$ cat src/rtl/ssm_pkg.sv
package ssm_pkg;
  typedef enum logic [1:0] {
    ST_IDLE  = 2'd0,
    ST_SHIFT = 2'd1,
    ST_TAIL  = 2'd2
  } ssm_state_e;

  typedef struct packed {
    logic cpol;
    logic epol;
    logic lsb_first;
    logic rd;
  } ssm_mode_t;
endpackage

$ cat src/rtl/ssm_clkdiv.sv
module ssm_clkdiv #(
  parameter int SEL_W = 3
) (
  input  logic             clk,
  input  logic             rst_n,
  input  logic             run,
  input  logic [SEL_W-1:0] sel,
  output logic             half_end
);
  localparam int CNT_W = (1 << SEL_W) - 1;

  logic [CNT_W-1:0] cnt;
  logic [CNT_W-1:0] lim;

  // limit is 2^sel - 1: a run of sel ones
  always_comb lim = ~({CNT_W{1'b1}} << sel);
  always_comb half_end = run && (cnt == lim);

  always_ff @(posedge clk) begin
    if (!rst_n)                cnt <= '0;
    else if (!run || half_end) cnt <= '0;
    else                       cnt <= cnt + 1'b1;
  end
endmodule

$ cat src/rtl/ssm_shifter.sv
module ssm_shifter #(
  parameter int DW = 8
) (
  input  logic          clk,
  input  logic          rst_n,
  input  logic          load,
  input  logic [DW-1:0] load_val,
  input  logic          sample,
  input  logic          sin,
  input  logic          shift,
  input  logic          lsb_first,
  output logic          sout,
  output logic [DW-1:0] q
);
  logic rx_bit;

  always_ff @(posedge clk) begin
    if (!rst_n)      rx_bit <= 1'b0;
    else if (sample) rx_bit <= sin;
  end

  // one register: outgoing bit leaves one end, captured bit enters the other
  always_ff @(posedge clk) begin
    if (!rst_n)     q <= '0;
    else if (load)  q <= load_val;
    else if (shift) q <= lsb_first ? {rx_bit, q[DW-1:1]} : {q[DW-2:0], rx_bit};
  end

  always_comb sout = lsb_first ? q[0] : q[DW-1];
endmodule

$ cat src/rtl/ssm_ctrl.sv
module ssm_ctrl
  import ssm_pkg::*;
#(
  parameter int DW = 8,
  localparam int NBITS = 2 * DW,
  localparam int BC_W = $clog2(NBITS)
) (
  input  logic            clk,
  input  logic            rst_n,
  input  logic            accept,
  input  logic            half_end,
  input  logic            rd,
  output ssm_state_e      state,
  output logic            phase,
  output logic [BC_W-1:0] bitcnt,
  output logic            lead,
  output logic            trail,
  output logic            load_data,
  output logic            finish,
  output logic            drive,
  output logic            done
);
  logic last_bit;

  always_comb begin
    lead      = (state == ST_SHIFT) && half_end && !phase;
    trail     = (state == ST_SHIFT) && half_end && phase;
    last_bit  = (bitcnt == BC_W'(NBITS - 1));
    load_data = trail && (bitcnt == BC_W'(DW - 1)) && !rd;
    finish    = (state == ST_TAIL) && half_end;
    drive     = (state == ST_SHIFT) && (!rd || (bitcnt < BC_W'(DW)));
  end

  always_ff @(posedge clk) begin
    if (!rst_n) begin
      state  <= ST_IDLE;
      phase  <= 1'b0;
      bitcnt <= '0;
      done   <= 1'b0;
    end else begin
      done <= finish;
      case (state)
        ST_IDLE: begin
          if (accept) begin
            state  <= ST_SHIFT;
            phase  <= 1'b0;
            bitcnt <= '0;
          end
        end
        ST_SHIFT: begin
          if (lead) phase <= 1'b1;
          if (trail) begin
            phase <= 1'b0;
            if (last_bit) state <= ST_TAIL;
            else          bitcnt <= bitcnt + 1'b1;
          end
        end
        ST_TAIL: begin
          if (half_end) state <= ST_IDLE;
        end
        default: state <= ST_IDLE;
      endcase
    end
  end
endmodule

$ cat src/rtl/ssm_port.sv
module ssm_port
  import ssm_pkg::*;
#(
  parameter int DW    = 8,
  parameter int SEL_W = 3,
  localparam int BC_W = $clog2(2 * DW)
) (
  input  logic             clk,
  input  logic             rst_n,
  input  logic             req_valid,
  output logic             req_ready,
  input  logic [DW-1:0]    req_cmd,
  input  logic             req_rd,
  input  logic [DW-1:0]    req_wdata,
  input  logic [SEL_W-1:0] cfg_div,
  input  logic             cfg_cpol,
  input  logic             cfg_epol,
  input  logic             cfg_lsb_first,
  output logic             busy,
  output logic             done,
  output logic [DW-1:0]    rd_data,
  output logic             sd_en,
  output logic             sd_clk,
  output logic             sd_out,
  output logic             sd_oe,
  input  logic             sd_in
);
  ssm_state_e       state;
  ssm_mode_t        mode_q;
  logic [SEL_W-1:0] div_q;
  logic [DW-1:0]    wdata_q;
  logic [DW-1:0]    sh_q;
  logic [BC_W-1:0]  bitcnt;
  logic             phase, lead, trail, load_data, finish, drive;
  logic             half_end, accept, sout;

  always_comb begin
    busy      = (state != ST_IDLE);
    req_ready = !busy;
    accept    = req_valid && req_ready;
  end

  // frame settings are frozen at the accepting edge
  always_ff @(posedge clk) begin
    if (!rst_n) begin
      mode_q  <= '0;
      div_q   <= '0;
      wdata_q <= '0;
    end else if (accept) begin
      mode_q  <= '{cpol: cfg_cpol, epol: cfg_epol, lsb_first: cfg_lsb_first, rd: req_rd};
      div_q   <= cfg_div;
      wdata_q <= req_wdata;
    end
  end

  ssm_ctrl #(.DW(DW)) u_ctrl (
    .clk      (clk),
    .rst_n    (rst_n),
    .accept   (accept),
    .half_end (half_end),
    .rd       (mode_q.rd),
    .state    (state),
    .phase    (phase),
    .bitcnt   (bitcnt),
    .lead     (lead),
    .trail    (trail),
    .load_data(load_data),
    .finish   (finish),
    .drive    (drive),
    .done     (done)
  );

  ssm_clkdiv #(.SEL_W(SEL_W)) u_div (
    .clk     (clk),
    .rst_n   (rst_n),
    .run     (busy),
    .sel     (div_q),
    .half_end(half_end)
  );

  ssm_shifter #(.DW(DW)) u_sh (
    .clk      (clk),
    .rst_n    (rst_n),
    .load     (accept || load_data),
    .load_val (accept ? req_cmd : wdata_q),
    .sample   (lead && !drive),
    .sin      (sd_in),
    .shift    (trail),
    .lsb_first(mode_q.lsb_first),
    .sout     (sout),
    .q        (sh_q)
  );

  always_ff @(posedge clk) begin
    if (!rst_n)                   rd_data <= '0;
    else if (finish && mode_q.rd) rd_data <= sh_q;
  end

  always_comb begin
    sd_en  = busy ? mode_q.epol : ~cfg_epol;
    sd_clk = busy ? (mode_q.cpol ^ ((state == ST_SHIFT) && phase)) : cfg_cpol;
    sd_oe  = drive;
    sd_out = drive && sout;
  end
endmodule

$ cat config.mk
export PLATFORM = sky130hd
export DESIGN_NAME = ssm_port
export DESIGN_NICKNAME = d
export VERILOG_FILES = /design/src/rtl/ssm_pkg.sv /design/src/rtl/ssm_clkdiv.sv /design/src/rtl/ssm_shifter.sv /design/src/rtl/ssm_ctrl.sv /design/src/rtl/ssm_port.sv
export SDC_FILE = /design/constraint.sdc
export NUM_CORES = 1
export LEC_CHECK = 0
export BUFFER_PORTS_ARGS = -buffer_cell sky130_fd_sc_hd__buf_2
export CAP_MARGIN = 40
export CORE_MARGIN = 2
export CORE_UTILIZATION = 50
export DETAILED_ROUTE_END_ITERATION = 8
export MAX_ROUTING_LAYER = met4
export PLACE_DENSITY = 0.84
export SYNTH_ARGS = -nofsm -noshare
export SYNTH_HDL_FRONTEND = slang
export SYNTH_SLANG_ARGS = --single-unit
export TNS_END_PERCENT = 5
$ cat constraint.sdc
create_clock -name clk -period 1.95 [get_ports clk]
set_clock_uncertainty 0.2 [all_clocks]
set_input_delay 0.195 -clock clk [delete_from_list [all_inputs] [get_ports clk]]
set_output_delay 0.195 -clock clk [all_outputs]
set_load 0.02 [all_outputs]
==> summary.md <==
| Metric | Value |
|---|---|
| Status | `finished with violations` |
| Failing checks | `negative setup slack` |
| Hold_ws | `around 0.04 ns` |
| Largest net degree at the start of global routing | `32` |
| Type of the worst min-delay path | `primary input to flip-flop` |
| Fin nets | `388` |
| Final hold vios | `0` |
| Cell total after placement | `388` |
| Die footprint | `0.00538 mm2` |
| Peak supply drop | `0.550 mV` |
| Total CTS buffers | `5` |
| Final worst-path cycle share | `105%` |
| Starting Density | `51.3%` |
| CTS H-tree depth | `2` |
| Post-synthesis compound-gate area fraction | `between 10% and 20%` |
| Post-DRT Antenna Nets | `0` |
| Max Freq | `approximately 490 MHz` |
| GRT busiest layer | `met2` |
| Worst setup path start | `div_q[1]` |
| Max-cap violations | `0` |
| Antenna cell count | `0` |
| Layout cells sized above 1 | `24.2%` |
| Worst R2R Start | `div_q[1]` |
| Critical-path maximum fanout | `4` |
| Mapped Area | `roughly 0.0024 mm2` |
| P&R area growth vs syn | `25.9%` |
| Met1 Use GR | `~29%` |
| Period minus WS final | `between 2 and 2.5 ns` |
| CP Launch Type | `flip-flop` |
| CTS sink cnt | `47` |
| Max Slew Vio Count | `0` |
| Synth warn | `0` |
| Total Wirelength | `5.58 mm` |
| CP Data Required Time | `between 1.5 and 2 ns` |
| Ys async rst share | `0%` |
| Synth Area in Adders | `1.04%` |
| IO Count | `42` |
| Leading cell type in the layout, fill and taps excluded | `nand2_1` |
| Initial drt markers | `161` |
| Least-Margin Pin Slew | `between 0.5 and 0.6 ns` |
| Finished Layout Cells | `414` |
| # rows | `25` |
| Syn_nets | `around 330` |
| Synthesized flop and latch total | `47` |
| Total GRT Usage | `between 20% and 30%` |
| Slew Limit Headroom | `about two thirds` |
| Post-synth EDFFs | `0` |
| Drt pass-1 iters | `4` |
| Crit end category | `flip-flop` |
| CTS tree | `done` |
| Hold Startpoint | `req_cmd[3]` |
| Post-synthesis cell type count | `49` |
| Via density | `5.48` |
| CP arrival | `between 2 and 2.5 ns` |
| Clock-pin slew on the worst setup and hold paths | `~0.10 ns` |
| Met2 Usage GRT | `just under 40%` |
| Final GP Congestion | `around 0.84` |
| Core box area | `between 0.004 and 0.005 mm2` |
| DP HPWL | `roughly 3.8 mm` |
| Residual DRC | `0` |
| Routed vias | `2268` |
| Largest family of logic cells by synthesized area | `simple AND/OR/NAND/NOR gates` |
| Number of global-route vias before repair | `2225` |
| RSZ-0062 raised after global routing | `true` |
| XOR/XNOR Fraction of Synth Area | `under 10%` |
| Port-buffer cells | `41` |
| Finished Core Util | `~65%` |
| Post-synth top flop | `dfxtp_1` |
| Grt ovf | `0` |
| Setup total negative slack | `-0.634 ns` |
| Pleak | `1.24 nW` |
| Clock Latency Late Sink | `between 0.3 and 0.4 ns` |
| Count of final setup violators | `15` |
| Syn Inst Count | `299` |
| First-pass GRT wire length | `9.70 mm` |
| Syn Area/Cell | `approximately 8 um2` |
| Wirelength per Cell | `roughly 13 um` |
| PD cells | `647 mW/mm2` |
| Crit path kind | `flip-flop to flip-flop` |
| Post-synthesis simple-gate area fraction | `between 20% and 30%` |
| Clock buffer depth | `2` |
| Met3 Resource Use GR | `4.12%` |
| PnR Total Power | `between 1.5 and 2 mW` |
| Initial antenna violation count | `0` |
| DIE WIDTH | `73.4 um` |
| Sequential-to-total area share from yosys stat | `39.1%` |
| Die H | `around 73 um` |
| Final setup margin | `-0.0878 ns` |
| Clock Root Buffer | `clkbuf_8` |
| Commonest non-fill, non-tap cells in the layout | `nand2_1 (89), dfxtp_1 (43), buf_2 (41)` |
| Mux contribution to synthesized area | `11.2%` |
## logic make-up (layout without fill, tap and decap cells)
| family | count (synthesis) | count (layout) |
|---|---|---|
| XOR/XNOR | 8 | 8 |
| adder cells (fa/ha/maj) | 2 | 2 |
| AO/OA/AOI/OAI | 53 | 53 |
| buffers and inverters | 25 | 86 |
| multiplexers | 27 | 27 |
| flip-flops | 47 | 47 |
| AND/OR/NAND/NOR | 137 | 137 |
## per-stage QoR
stage          setup WS, ns  cell area, um2
4_1_cts             -0.0841            2980
5_1_grt              -0.185            3030
6_report            -0.0878            3030
2_1_floorplan        0.0526            2400
3_3_place_gp        -0.0222            2700
3_5_place_dp         -0.131            2700
## critical path, cell delays in order (launching register included)
cell      delay (ns)
dfxtp_4         0.37
nor4_4          0.28
a31oi_1         0.09
a211oi_2        0.27
o21ai_2         0.14
or4_1           0.49
a21boi_1        0.15
## power breakdown
part	leakage, nW	internal, mW	switching (mW)
registers	0.385	0.986	0.0304
logic	0.814	0.147	0.162
clock network	0.0467	0.266	0.366
total	1.24	1.40	0.559
## final timing paths
kind / slack, ns / cells past startpoint / endpoint
hold / removal: 0.04 / 5 / u_sh.q[3]
setup / recovery: -0.09 / 6 / u_ctrl.state[1]
hold reg to reg: 0.26 / 2 / rd_data[0]
setup reg to reg: -0.09 / 6 / u_ctrl.state[1]
## flip-flops by register name, indices dropped and copies added, names as in the netlist
signal / flops
u_ctrl.done: 1
mode_q: 4
u_div.cnt: 7
u_sh.rx_bit: 1
div_q: 3
u_ctrl.phase: 1
u_sh.q: 8
rd_data: 8
u_ctrl.state: 2
wdata_q: 8
u_ctrl.bitcnt: 4
## routing by layer
metal | part of all wire (%) | routed length (um)
met3 | 3.5 | 194
met1 | 46 | 2560
met4 | 2.5 | 140
met5 | 0 | 0
met2 | 48 | 2680
## what timing repair did
item | in CTS | in global routing
gates resized for setup | 5 | 13
buffers inserted | 1 | 0
hold buffers | 17 | 0
endpoints found under the setup margin | 25 | 32
pin swaps | 4 | 4
endpoints found under the hold margin | 18 | 0
## synthesized netlist by cell type (2+ instances only)
master | n | area, um2
a21oi_1 | 5 | 25.0
nor2b_1 | 2 | 12.5
nor2_1 | 15 | 56.3
inv_1 | 3 | 11.3
mux2i_1 | 27 | 270
ha_1 | 2 | 25.0
buf_2 | 8 | 40.0
clkbuf_1 | 9 | 33.8
dfxtp_1 | 47 | 941
nor4_1 | 2 | 12.5
o22ai_1 | 2 | 12.5
nand2b_1 | 4 | 25.0
a21boi_0 | 15 | 113
a31oi_1 | 3 | 18.8
xnor2_1 | 5 | 43.8
buf_6 | 2 | 22.5
nand2_1 | 89 | 334
nand3_1 | 10 | 50.1
o21ai_0 | 17 | 85.1
xor2_1 | 3 | 26.3
## cell type report
| type | count | area, um2 |
|---|---|---|
| clock buffer | 5 | 68.8 |
| fill | 419 | 1660 |
| timing repair buffer | 74 | 512 |
| inverter | 4 | 15.0 |
| multi-input combinational | 227 | 1380 |
| tap | 54 | 67.6 |
| clock inverter | 3 | 27.5 |
| sequential | 47 | 953 |
No activity file was read; power rests on OpenSTA's default activity.
